**config.mk**
```make
export PLATFORM = sky130hd
export DESIGN_NAME = nor_query_ctrl
export DESIGN_NICKNAME = d
export VERILOG_FILES = /design/src/rtl/nqc_pkg.sv /design/src/rtl/nqc_addr_map.sv /design/src/rtl/nqc_param_rom.sv /design/src/rtl/nqc_mode_fsm.sv /design/src/rtl/nor_query_ctrl.sv
export SDC_FILE = /design/constraint.sdc
export NUM_CORES = 1
export LEC_CHECK = 0
export ABC_AREA = 1
export BUFFER_PORTS_ARGS = -buffer_cell sky130_fd_sc_hd__buf_2
export CAP_MARGIN = 20
export CORE_ASPECT_RATIO = 0.6
export CORE_MARGIN = 2
export CORE_UTILIZATION = 40
export DETAILED_ROUTE_END_ITERATION = 16
export PLACE_DENSITY = 0.69
export RECOVER_POWER = 100
export SETUP_SLACK_MARGIN = 0.3
export SLEW_MARGIN = 0
export SYNTH_ARGS = -nofsm -noshare
export SYNTH_HDL_FRONTEND = slang
export SYNTH_SLANG_ARGS = --single-unit
```
**constraint.sdc**
```tcl
create_clock -name clk -period 2.45 [get_ports clk]
set_input_delay 0.6125 -clock clk [delete_from_list [all_inputs] [get_ports clk]]
set_output_delay 0.6125 -clock clk [all_outputs]
set_load 0.03 [all_outputs]
```
**src/rtl/nqc_pkg.sv**
```systemverilog
package nqc_pkg;
  typedef enum logic [1:0] {
    MODE_ARRAY = 2'd0,
    MODE_AUTO  = 2'd1,
    MODE_QUERY = 2'd2
  } nqc_mode_e;

  localparam logic [7:0] CMD_QUERY = 8'h98;
  localparam logic [7:0] CMD_RESET = 8'hF0;

  localparam int OFF_W = 7;
  localparam logic [OFF_W-1:0] TBL_FIRST = 7'h10;
  localparam logic [OFF_W-1:0] TBL_LAST  = 7'h26;

  localparam logic [7:0] WORD_CMD_ADDR = 8'h55;
  localparam logic [7:0] BYTE_CMD_ADDR = 8'hAA;
endpackage

```
**src/rtl/nqc_addr_map.sv**
```systemverilog
module nqc_addr_map
  import nqc_pkg::*;
#(
  parameter int ADDR_W = 12
) (
  input  logic [ADDR_W-1:0] addr,
  input  logic              byte_mode,
  output logic              cmd_hit,
  output logic [OFF_W-1:0]  tbl_off,
  output logic              tbl_valid
);
  logic hi_clear;
  logic in_range;

  always_comb begin
    if (byte_mode) begin
      cmd_hit  = (addr == ADDR_W'(BYTE_CMD_ADDR));
      hi_clear = (addr[ADDR_W-1:8] == '0) && !addr[0];
      tbl_off  = addr[7:1];
    end else begin
      cmd_hit  = (addr == ADDR_W'(WORD_CMD_ADDR));
      hi_clear = (addr[ADDR_W-1:7] == '0);
      tbl_off  = addr[6:0];
    end
    in_range  = (tbl_off >= TBL_FIRST) && (tbl_off <= TBL_LAST);
    tbl_valid = hi_clear && in_range;
  end
endmodule

```
**src/rtl/nqc_param_rom.sv**
```systemverilog
module nqc_param_rom
  import nqc_pkg::*;
#(
  parameter int DATA_W = 16
) (
  input  logic [OFF_W-1:0]  off,
  output logic [DATA_W-1:0] entry
);
  logic [7:0] code;

  always_comb begin
    case (off)
      7'h10: code = 8'h51;   // 'Q'
      7'h11: code = 8'h52;   // 'R'
      7'h12: code = 8'h59;   // 'Y'
      7'h13: code = 8'h02;   // primary command set id
      7'h15: code = 8'h40;   // extended table pointer
      7'h1B: code = 8'h45;   // supply min, volts.tenths
      7'h1C: code = 8'h55;   // supply max
      7'h1F: code = 8'h04;   // single write time exponent
      7'h21: code = 8'h0A;   // block erase time exponent
      7'h23: code = 8'h05;   // write max multiplier exponent
      7'h25: code = 8'h04;   // block erase max multiplier exponent
      default: code = 8'h00; // absent / unsupported fields
    endcase
    entry = DATA_W'(code);
  end
endmodule

```
**src/rtl/nqc_mode_fsm.sv**
```systemverilog
module nqc_mode_fsm
  import nqc_pkg::*;
(
  input  logic       clk,
  input  logic       rst,
  input  logic       wr_en,
  input  logic [7:0] wdata,
  input  logic       cmd_hit,
  input  logic       auto_enter,
  output nqc_mode_e  mode
);
  nqc_mode_e mode_q;
  logic      from_auto_q;

  logic is_query_cmd;
  logic is_reset_cmd;
  assign is_query_cmd = wr_en && (wdata == CMD_QUERY) && cmd_hit;
  assign is_reset_cmd = wr_en && (wdata == CMD_RESET);

  always_ff @(posedge clk) begin
    if (rst) begin
      mode_q      <= MODE_ARRAY;
      from_auto_q <= 1'b0;
    end else if (is_reset_cmd) begin
      if (mode_q == MODE_QUERY) mode_q <= from_auto_q ? MODE_AUTO : MODE_ARRAY;
      else                      mode_q <= MODE_ARRAY;
    end else if (is_query_cmd) begin
      if (mode_q != MODE_QUERY) begin
        mode_q      <= MODE_QUERY;
        from_auto_q <= (mode_q == MODE_AUTO);
      end
    end else if (!wr_en && auto_enter && mode_q == MODE_ARRAY) begin
      mode_q <= MODE_AUTO;
    end
  end

  assign mode = mode_q;

  // a correctly addressed query command always lands in query mode
  a_r4_query_entry: assert property (@(posedge clk) disable iff (rst)
    (wr_en && wdata == CMD_QUERY && cmd_hit) |=> (mode_q == MODE_QUERY));

  // reset command leaves autoselect for array read
  a_r5_auto_exit: assert property (@(posedge clk) disable iff (rst)
    (mode_q == MODE_AUTO && wr_en && wdata == CMD_RESET) |=> (mode_q == MODE_ARRAY));

  // reset command never leaves the block in query mode
  a_r5_query_leave: assert property (@(posedge clk) disable iff (rst)
    (mode_q == MODE_QUERY && wr_en && wdata == CMD_RESET) |=> (mode_q != MODE_QUERY));

  // autoselect request cannot disturb query mode
  a_r3_auto_ignored: assert property (@(posedge clk) disable iff (rst)
    (mode_q == MODE_QUERY && !wr_en && auto_enter) |=> (mode_q == MODE_QUERY));
endmodule

```
**src/rtl/nor_query_ctrl.sv**
```systemverilog
module nor_query_ctrl
  import nqc_pkg::*;
#(
  parameter int ADDR_W = 12,
  parameter int DATA_W = 16
) (
  input  logic              clk,
  input  logic              rst,
  input  logic [ADDR_W-1:0] bus_addr,
  input  logic [7:0]        bus_wdata,
  input  logic              wr_en,
  input  logic              rd_en,
  input  logic              byte_mode,
  input  logic              auto_enter,
  input  logic [DATA_W-1:0] array_rdata,
  output logic [DATA_W-1:0] rd_data,
  output logic [1:0]        mode
);
  localparam int HALF_W = DATA_W / 2;

  logic             cmd_hit;
  logic [OFF_W-1:0] tbl_off;
  logic             tbl_valid;
  logic [DATA_W-1:0] rom_entry;
  logic [DATA_W-1:0] query_word;
  nqc_mode_e         cur_mode;

  nqc_addr_map #(.ADDR_W(ADDR_W)) u_map (
    .addr      (bus_addr),
    .byte_mode (byte_mode),
    .cmd_hit   (cmd_hit),
    .tbl_off   (tbl_off),
    .tbl_valid (tbl_valid)
  );

  nqc_param_rom #(.DATA_W(DATA_W)) u_rom (
    .off   (tbl_off),
    .entry (rom_entry)
  );

  nqc_mode_fsm u_fsm (
    .clk        (clk),
    .rst        (rst),
    .wr_en      (wr_en),
    .wdata      (bus_wdata),
    .cmd_hit    (cmd_hit),
    .auto_enter (auto_enter),
    .mode       (cur_mode)
  );

  always_comb begin
    if (!tbl_valid)     query_word = '0;
    else if (byte_mode) query_word = {{(DATA_W-HALF_W){1'b0}}, rom_entry[HALF_W-1:0]};
    else                query_word = rom_entry;
  end

  always_ff @(posedge clk) begin
    if (rst) begin
      rd_data <= '0;
    end else if (rd_en) begin
      case (cur_mode)
        MODE_ARRAY: rd_data <= array_rdata;
        MODE_QUERY: rd_data <= query_word;
        default:    rd_data <= '0;
      endcase
    end
  end

  assign mode = cur_mode;

  // array reads pass the sampled array word through
  a_r2_array_pass: assert property (@(posedge clk) disable iff (rst)
    (rd_en && cur_mode == MODE_ARRAY) |=> (rd_data == $past(array_rdata)));

  // output holds between reads
  a_r2_hold: assert property (@(posedge clk) disable iff (rst)
    !rd_en |=> $stable(rd_data));

  // query reads outside the table give zero
  a_r8_outside_zero: assert property (@(posedge clk) disable iff (rst)
    (rd_en && cur_mode == MODE_QUERY && !tbl_valid) |=> (rd_data == '0));

  // autoselect reads give zero
  a_r9_auto_zero: assert property (@(posedge clk) disable iff (rst)
    (rd_en && cur_mode == MODE_AUTO) |=> (rd_data == '0));
endmodule

```
; ---- Yosys cells after proc, flatten, opt, wreduce, memory -nomap -nowiden
; Index checks and enable logic that the tools add are counted.
[op_classes]
n_eq_ne = 19
reduce_logical = 17
n_bitwise = 1
mux = 12
n_lt_le_gt_ge = 2
[op_table]
columns = cell, n
row1 = $pmux W7 S10, 1
row2 = $eq A7 B5 Y1 const B, 8
row3 = $pmux W16 S2, 1
row4 = $eq A7 B6 Y1 const B, 3
row5 = $eq A8 B8 Y1 const B, 2
row6 = $eq A12 B7 Y1 const B, 1
row7 = $eq A12 B8 Y1 const B, 1
row8 = $mux W2, 5
row9 = $logic_and A1 B1 Y1, 8
row10 = $mux W8, 1
row11 = $ge A7 B5 Y1 const B, 1
row12 = $le A7 B6 Y1 const B, 1
row13 = $mux W7, 1
row14 = $logic_not A5 Y1, 1
row15 = $logic_not A4 Y1, 1
row16 = $mux W1, 3
row17 = $ne A3 B3 Y1 const B, 1
row18 = $reduce_and A3 Y1, 1
row19 = $reduce_bool A3 Y1, 1
row20 = $eq A2 B1 Y1 const B, 1
row21 = $eq A2 B2 Y1 const B, 1
row22 = $logic_not A1 Y1, 2
row23 = $logic_not A2 Y1, 1
row24 = $ne A2 B2 Y1 const B, 1
row25 = 3 further kinds, 3
[totals]
regBits = 19
elab_cells = 54
input_bits = 42
output_inout_bits = 18

; ---- Logic depth before layout (Yosys ltp)
; Gate-level depths: netlist (run 1).
[logic_depth]
ltp_word = 6
depth_mapped = 12
depth_no_buf = 12

; ---- Modules after synthesis
; A second synthesis (run 1) with hierarchy kept.
[hier_totals]
hier_cells = 269
hier_area_um2 = 1517.7
[modules_own_cells]
columns = mod, area_per_inst_um2, cells_per_inst, seq_area_each_um2, instances
row1 = nor_query_ctrl, 740.7, 103, 320.3, 1
row2 = nqc_param_rom, 306.5, 67, 0.0, 1
row3 = nqc_addr_map, 239.0, 55, 0.0, 1
row4 = nqc_mode_fsm, 231.5, 44, 60.1, 1

; ---- Least setup slack after synthesis (run 1)
; OpenSTA, ideal clock, no wires.
[synth_timing]
path_type = input to register
from = input byte_mode
to = register rd_data[6]
path_buffers = 1
path_slack_ns = 0.914
t_required_ns = 2.394
setup_time_ns = 0.056
stages = 10
arrival_time_ns = 1.480
cell_sequence = buf_6 -> nand2_2 -> o21ai_2 -> nor2_1 -> nand3_2 -> a21oi_4 -> o21ai_1 -> nand2_1 -> nand2_1 -> inv_1
[synth_between]
elab_chain_cells = 6
elab_cells_between_ends = 21
classes_between = order compare: 2 / eq/ne: 11 / mux: 5 / reduce/logical: 3
[synth_rtl]
columns = item, line
row1 = start: declaration, nor_query_ctrl.sv:13  ; input logic byte_mode,
row2 = $mux W7, nqc_addr_map.sv:16  ; if (byte_mode) begin
row3 = $ge A7 B5 Y1 (tied with other cells), nqc_addr_map.sv:25  ; in_range = (tbl_off >= TBL_FIRST) && (tbl_off <= TBL_LAST);
row4 = $logic_and A1 B1 Y1 or $reduce_or A2 Y1 (tied branches), -
row5 = $logic_and A1 B1 Y1 or $pmux W7 S10 (tied branches), "nqc_addr_map.sv:26, nqc_param_rom.sv:12"
row6 = $mux W8 *, nor_query_ctrl.sv:52  ; if (!tbl_valid) query_word = '0;
row7 = $pmux W16 S2 *, nor_query_ctrl.sv:61  ; case (cur_mode)
row8 = end signal: assignment, nor_query_ctrl.sv:62  ; MODE_ARRAY: rd_data <= array_rdata;
row9 = end signal: assignment, nor_query_ctrl.sv:63  ; MODE_QUERY: rd_data <= query_word;
row10 = end: declaration, nor_query_ctrl.sv:16  ; output logic [DATA_W-1:0] rd_data,
; Mark *: on every way between the ends. The rest lies on a longest branch, timed or not.
; A chain may end at the register's enable or synchronous reset.

; ---- Worst setup path after layout (run 1)
; Ends and elaborated chain as after synthesis.

==> results of run 1 <==
==> synth_stat cells, types with 2 or more instances <==
cell type  count  area (um^2)
a21oi_1       23        115.1
a21oi_2        2        17.52
clkbuf_1       5        18.77
dfxtp_1       19        380.4
inv_1         24        90.09
inv_2          4        15.01
nand2_1       49        183.9
nand2_2       16        100.1
nand2_4        3        33.78
nand3_1       15        75.07
nand4_1        5        31.28
nor2_1        23        86.33
o21ai_0       16        80.08
o21ai_1        3        15.01
==> layer usage <==
layer | share of wire | wire, um | up-vias | track usage
met5 | 0 | 0 | - | 0
met4 | 0.0021 | 7 | 0 | 0.02011
met3 | 0.075 | 255 | 2 | 0.05370
met2 | 0.41 | 1394 | 48 | 0.2773
met1 | 0.51 | 1753 | 667 | 0.2556
li1 | - | - | 819 | -
==> sequential cells by signal, indices dropped and copies added, names as in the netlist <==
register,count
u_fsm.from_auto_q,1
rd_data,16
u_fsm.mode,2
==> cell families after synthesis <==
group / share of synthesized area
and+or+nand+nor: 0.4322
buffers and inverters: 0.09890
AOI/OAI and AO/OA: 0.1905
DFF: 0.2784
==> worst min-delay path, delay by kind of cell, from the launching register on <==
kind            cells  cell delay [ns]
compound gates      1             0.06
flops               1             0.31
simple gates        1             0.06
==> path summary, 6_finish.rpt <==
check | endpoint | cells past startpoint | slack (ns)
worst max-delay path | rd_data[6] | 11 | 0.55
worst min-delay path | u_fsm.from_auto_q | 2 | 0.48
worst max register to register | rd_data[6] | 8 | 1.10
worst min register to register | u_fsm.from_auto_q | 2 | 0.48
==> stage by stage <==
step                total power [uW]  hold slack (ns)  cell area (um^2)  utilization  instances
floorplan                      505.3           0.4335              1366            -        218
global placement               581.3           0.4561              1703       0.5219        318
detailed placement             583.6           0.4650              1703       0.5219        318
CTS                            792.7           0.4739              1748       0.5357        322
global route                   833.4           0.4998              1717       0.5261        322
finish                         782.8           0.4782              1717       0.5261        322
==> final cells by class <==
cell class              count  area, um^2
fillers                   362        1546
multi-input cells         165       843.3
flip-flops and latches     19       380.4
repair buffers             61       286.5
inverters                  28       105.1
well taps                  45       56.30
clock buffers               4       45.04
==> power breakdown <==
part,internal [uW],total (uW),switching [uW]
combinational,75.9,232,156
sequential,329,340,10.5
clock,115,211,96.0
==> impl_metrics.tcl, run 1 <==
set metrics [dict create \
    status "completed" \
    final_cell_mix "nand2_1 (49), buf_2 (40), inv_1 (25)" \
    clockRootBuffer "clkbuf_8" \
    holdBufCountCts 0 \
    grt-ovfl-total 0 \
    cts_resized 0 \
    dr.pass1.iters 4 \
    yosysSeqAreaShare 0.2784 \
    startpoint "byte_mode" \
    r2r_start "u_fsm.mode[1]" \
    synth_edf_count 0 \
    grt.total_usage 0.1801 \
    worstSetupPathType "in2reg" \
    finalSetupViolCount 0 \
    cts_max_level 1 \
    fin_crit_ns 1.898 \
    fin_skew_ns 0.002044 \
    grt_pass1_vias 1357 \
    max_freq_mhz 527.0 \
    vias_per_cell 4.770 \
    fp.dieH_um 49.27 \
    n_antenna_cell 0 \
    drv_cap 0 \
    ir_drop_uv 321.0 \
    drt-initial-drc-count 51 \
    power-per-cell-area_nw_per_um2 456.0 \
    num_vias 1536 \
    path_buf_inv 4 \
    cts.sinks 19 \
    areaGrowthSynthToFinish_pct 25.64 \
    required_ns 2.61 \
    post-route-period-util 0.7745 \
    slowest_delay_ns 0.32 \
    rsz0062_at_grt "false" \
    critPathLaunchType "input pin" \
    cts_setup_buffers 0 \
    routed_wl_mm 3.411 \
    place_congestion 0.8023 \
    die_w_um 79.45 \
    p_leak_uw 0.0008947 \
    nets 320 \
    cts_tree "yes" \
    drive_above_1_share 0.2708 \
    worst-path-max-fanout 13 \
    final_common_cell "nand2_1" \
    synth_flop_cell "dfxtp_1" \
    tightest_slew_ns 0.4357 \
    grt_pass1_wl_mm 5.699 \
    syn-num-nets 260 \
    place.port_buffers 59 \
    report.final.slew_viol_count 0 \
    arrival_ns 2.05 \
    grt_max_degree 18 \
    core_um2 3263 \
    clkSlewWorstSetupHoldPaths_ns 0.07 \
    avgSynthCellArea_um2 6.267 \
    clock_path_buffers 2 \
    hpwl_mm 2.721 \
    rows 16 \
    setup_ws_ns 0.5524 \
    synth-warning-count 0 \
    cts_inserted_buffers 3 \
    end_kind "flip-flop" \
    io_pins 60 \
    synth_cells 218 \
    start_util 0.4187 \
    critPathSlowestCell "inv_1" \
    dieArea_um2 3915 \
    hold_violations 0 \
    dpl_worst_slack_ns 0.4716 \
    synth_seq_cells 19 \
    synth.distinct_cells 25 \
    critPathTopFamily "buffers and inverters" \
    timing.slew.headroom 0.7092 \
    drc_errors 0 \
    tns_ns 0 \
    antenna_found_initial 0 \
    ant_nets 0 \
    min-delay-start "u_fsm.from_auto_q" \
    syn_area_um2 1366 \
    clk_latency_ns 0.25 \
    path_cells "buf_2 -> inv_1 -> nand2_2 -> nand3_1 -> inv_1 -> nand3_1 -> nand3_1 -> o21ai_0 -> nand2_1 -> nand2_1 -> inv_1" \
    hold_path.class "reg2reg" \
    wl_per_cell_um 10.59 \
    ys_async_sr_fraction 0 \
]
Note: power is estimated with default switching activity, not from simulation.
==> run 2: changes to the inputs <==
clock period = 1.8 ns   (was 2.45 ns; I/O delays follow)
==> run 2 against run 1 <==
Compared with the run above:
- routed wire length down 1.9%
- critical path depth down 7
- non-clock buffer count rose by 1
- largest cell class unchanged
- largest power group unchanged
- highest routed layer is now met3
==> impl_metrics.tcl, run 2 (same netlist as run 1, synthesis figures left out) <==
set metrics [dict create \
    min-delay-start "rst" \
    rows 16 \
    areaGrowthSynthToFinish_pct 28.48 \
    place.port_buffers 59 \
    drv_cap 0 \
    cts_tree "yes" \
    num_vias 1518 \
    n_antenna_cell 0 \
    clk_latency_ns 0.25 \
    worst-path-max-fanout 16 \
    dr.pass1.iters 5 \
    top_register "rd_data" \
    multi_input_area_um2 860.8 \
    nets 321 \
    hold_path.class "in2reg" \
    final_cells 323 \
    fin_hold_ws_ns 0.3993 \
    fillers 344 \
    drc_errors 0 \
    finalSetupViolCount 0 \
    io_pins 60 \
    die_w_um 79.45 \
    status "completed" \
    wl_met2_mm 1.380 \
    cts_setup_buffers 0 \
    wl_met3_um 211 \
    wl_met1_mm 1.755 \
    cts_max_level 1 \
    arrival_ns 1.66 \
    vias_per_cell 4.700 \
    ant_nets 0 \
    power-per-cell-area_nw_per_um2 613.7 \
    hpwl_mm 2.691 \
    fin_skew_ns 0.004533 \
    required_ns 1.99 \
    start_util 0.4187 \
    end_kind "flip-flop" \
    drive_above_1_share 0.2986 \
    post-route-period-util 0.8157 \
    grt-ovfl-total 0 \
    dp.cells 319 \
    final_common_cell "nand2_1" \
    routed_wl_mm 3.347 \
    dieArea_um2 3915 \
    cts_inserted_buffers 3 \
    clockRootBuffer "clkbuf_8" \
    core_um2 3263 \
    max_freq_mhz 681.1 \
    clock_path_buffers 2 \
    grt.total_usage 0.1810 \
    drt-initial-drc-count 38 \
    tightest_slew_ns 0.7299 \
    p_leak_uw 0.0009065 \
    largest_reg_flops 16 \
    final_cell_mix "nand2_1 (48), buf_2 (41), inv_1 (24)" \
    tns_ns 0 \
    report.final.slew_viol_count 0 \
    clkSlewWorstSetupHoldPaths_ns 0.07 \
    timing.slew.headroom 0.5134 \
    startpoint "u_fsm.mode[1]" \
    place_congestion 0.8965 \
    highest_layer "met3" \
    wl_per_cell_um 10.36 \
    grt_pass1_wl_mm 5.761 \
    hold_violations 0 \
    grt_max_degree 18 \
    r2r_start "u_fsm.mode[1]" \
    worstSetupPathType "reg2reg" \
    antenna_found_initial 0 \
    rsz0062_at_grt "true" \
    grt_pass1_vias 1342 \
    fin_crit_ns 1.468 \
    ir_drop_uv 449.3 \
    cts.sinks 19 \
    critPathLaunchType "flip-flop" \
    fp.dieH_um 49.27 \
    regArea_um2 380.4 \
]
## run 2: cell types whose count changed in the layout (fill, tap and decap cells not counted), sizes merged
cell,change
clkbuf,-1
buf,+1
clkinv,+1
## run 2: power by group
| group | switching (uW) | internal (uW) |
|---|---|---|
| clock network | 137 | 154 |
| logic | 217 | 108 |
| registers | 13.3 | 448 |
## run 2: worst max-delay path: stages (launching register included)
cell and delay [ns]:
dfxtp_1 0.36, nor2_1 0.13, clkbuf_1 0.58, a21oi_1 0.17
a21oi_2 0.17
## run 2: final timing paths
path,slack (ns),depth (start not counted),endpoint
max,0.33,4,rd_data[2]
min,0.40,2,u_fsm.from_auto_q
max reg2reg,0.33,4,rd_data[2]
min reg2reg,0.47,2,u_fsm.from_auto_q
## run 2: repair_timing
action	4_1_cts	5_1_grt
setup endpoints to repair	0	4
resized for setup	0	5
hold buffers	0	0
## run 2: area by class of cell
cell class / count / share of cell area
multi-input cells: 165 / 0.4904
flip-flops and latches: 19 / 0.2167
repair buffers: 62 / 0.1732
inverters: 28 / 0.06130
well taps: 45 / 0.03207
clock buffers: 3 / 0.02352
clock inverters: 1 / 0.002851
## run 2: metrics by stage
| step | setup slack, ns | power, uW | area [um^2] | util |
|---|---|---|---|---|
| 4_1_cts | 0.4131 | 1090 | 1769 | 0.5422 |
| 6_report | 0.3318 | 1077 | 1755 | 0.5380 |
| 3_5_place_dp | 0.1465 | 799.2 | 1723 | 0.5280 |
| 5_1_grt | 0.1511 | 1144 | 1755 | 0.5380 |
| 3_3_place_gp | 0.1659 | 796.5 | 1723 | 0.5280 |
| 2_1_floorplan | 0.4264 | 687.8 | 1366 | - |
## run 2: routing by layer
layer / GRT usage / vias to the layer above
met4: 0.008621 / 0
met2: 0.2871 / 43
met3: 0.05185 / 0
li1: - / 823
met5: 0 / -
met1: 0.2559 / 652
==> run 3: changes to the inputs <==
ABC_AREA = 0   (was 1)
PLACE_DENSITY = 0.71   (was 0.69)
clock period = 1.3 ns   (was 1.8 ns; I/O delays follow)
==> run 3 against run 2 <==
Compared with the run above:
- the flow now finishes with violations (setup timing)
- via count increased by 21%
- combinational power increased by 94%
- clock skew about the same
- clock-buffer cell count increased by 1
- first-iteration DRC count increased to 3.9 times the previous value
- sequential share of layout area decreased by 5.0 points
- clock power increased by 44%
- core utilization increased by 19 points
- non-clock buffer count increased by 50
- routed wire length increased by 52%
==> impl_metrics.tcl, run 3 <==
set metrics [dict create \
    status "complete, but fails checks" \
    violations "setup timing" \
    slowest_delay_ns 0.38 \
    tns_ns -4.588 \
    clockRootBuffer "clkbuf_8" \
    setup_ws_ns -0.3906 \
    timing.slew.headroom 0.7106 \
    final_cell_mix "buf_4 (45), buf_2 (39), nor2_1 (24)" \
    holdBufCountCts 0 \
    path_cells "or3b_4 -> a2111oi_4 -> buf_4 -> nand2_2 -> a2111oi_2" \
    synth_top_cell_area_share 0.2646 \
    power-per-cell-area_nw_per_um2 694.5 \
    tightest_slew_ns 0.4296 \
    synth.distinct_cells 57 \
    cts_max_level 1 \
    place_congestion 0.9170 \
    largest_reg_flops 16 \
    final_common_cell "buf_4" \
    hold_path.class "in2reg" \
    path_buf_inv 1 \
    fin_crit_ns 1.691 \
    synth_seq_cells 19 \
    avgSynthCellArea_um2 7.566 \
    r2r_start "u_fsm.mode[1]" \
    max_freq_mhz 591.5 \
    yosys-top-cells-area "dfxtp_1 (26%), a21oi_1 (7.7%), nor2_1 (6.8%)" \
    n_antenna_cell 0 \
    clkSlewWorstSetupHoldPaths_ns 0.07 \
    clk_latency_ns 0.26 \
    syn_area_um2 1438 \
    cts_tree "yes" \
    path_depth 5 \
    report.final.slew_viol_count 0 \
    syn-num-nets 232 \
    drive_above_1_share 0.5586 \
    start_util 0.4300 \
    areaGrowthSynthToFinish_pct 68.84 \
    routed_wl_mm 5.099 \
    antenna_found_initial 0 \
    startpoint "u_fsm.mode[1]" \
    wl_per_cell_um 15.22 \
    synth_edf_count 0 \
    required_ns 1.46 \
    hpwl_mm 3.700 \
    clock_path_buffers 2 \
    cts.sinks 19 \
    ff2ff_path_depth 5 \
    whs_path_depth 3 \
    rsz0062_at_grt "true" \
    arrival_ns 1.85 \
    synth-warning-count 0 \
    end_kind "flip-flop" \
    grt-ovfl-total 0 \
    grt.total_usage 0.2520 \
    grt_max_degree 21 \
    fin_hold_ws_ns 0.3016 \
    drv_cap 0 \
    synth_flop_cell "dfxtp_1" \
    num_vias 1842 \
    nets 333 \
    grt_pass1_wl_mm 7.976 \
    dieArea_um2 4105 \
    grt_pass1_vias 1694 \
    p_leak_uw 0.001058 \
    critPathSlowestCell "or3b_4" \
    die_w_um 81.40 \
    top_register "rd_data" \
    power_uw 1686 \
    post-route-period-util 1.300 \
    vias_per_cell 5.499 \
    ys_async_sr_fraction 0 \
    fin_skew_ns 0.004269 \
    dr.pass1.iters 4 \
    yosysSeqAreaShare 0.2646 \
    yosysTopAreaCell "dfxtp_1" \
    cts_inserted_buffers 3 \
    critPathTopFamily "compound AO/OA/AOI/OAI gates" \
    hold_violations 0 \
    dpl_worst_slack_ns -0.6687 \
    worstSetupPathType "reg2reg" \
    ant_nets 0 \
    core_um2 3343 \
    io_pins 60 \
    place.port_buffers 59 \
    ir_drop_uv 491.0 \
    worst-path-max-fanout 5 \
    min-delay-start "array_rdata[7]" \
    drc_errors 0 \
    fp.dieH_um 50.44 \
    critPathLaunchType "flip-flop" \
    synthMostInstantiatedCell "nor2_1" \
    rows 16 \
    finalSetupViolCount 20 \
    drt-initial-drc-count 150 \
    synth_cells 190 \
    ys_top_cells_by_count "nor2_1 (26), a21oi_1 (22), dfxtp_1 (19), nand2_1 (14), nor2b_1 (13)" \
]
-- run 3: cell types whose count changed in the layout (fill, tap and decap cells not counted), sizes merged, moves of 16 or more --
cell,before,now
buf,43,107
inv,28,4
nand3,17,1
nand2,68,15
o21ai,20,3
-- run 3: final cells by class --
cell class              count  area [um^2]
inverters                   4        15.01
multi-input cells         151         1059
well taps                  45        56.30
fillers                   260        915.9
flip-flops and latches     19        405.4
clock buffers               4        45.04
repair buffers            112        847.1
-- run 3: what timing repair did --
item,in CTS,in global routing
endpoints found under the setup margin,37,37
pin swaps,12,2
setup buffers,10,1
cloned,0,0
gates resized for setup,61,3
-- run 3: report_power, final --
part	switching, uW	internal [uW]
registers	21.3	616
logic	327	302
clock network	202	218
-- run 3: routing by layer --
metal	part of all wire	vias to the layer above	routed length [um]	GRT usage
met5	0	-	0	0
met4	0.0061	0	31	0.02825
met3	0.073	7	371	0.06295
met2	0.47	79	2379	0.4030
met1	0.45	853	2316	0.3519
li1	-	903	-	-
-- run 3: tightest hold or removal path, cell delays in order --
cell	delay, ns
buf_2	0.09
a21oi_2	0.05
nor2_1	0.07
-- run 3: through the flow --
step           std cells  area, um^2    util
2_1_floorplan        190        1539       -
3_3_place_gp         320        2112  0.6317
3_5_place_dp         320        2112  0.6317
4_1_cts              334        2439  0.7294
5_1_grt              335        2427  0.7260
6_report             335        2427  0.7260
-- run 3: path summary, 6_finish.rpt --
kind	slack (ns)	to
setup reg to reg	-0.39	rd_data[6]
hold reg to reg	0.52	rd_data[4]
setup / recovery	-0.39	rd_data[6]
hold / removal	0.30	rd_data[7]
-- run 3: cells by family after synthesis --
family | synth area share
multiplexers | 0.007832
AND/OR/NAND/NOR | 0.3464
flip-flops | 0.2646
AO/OA/AOI/OAI | 0.3116
buffers and inverters | 0.06962
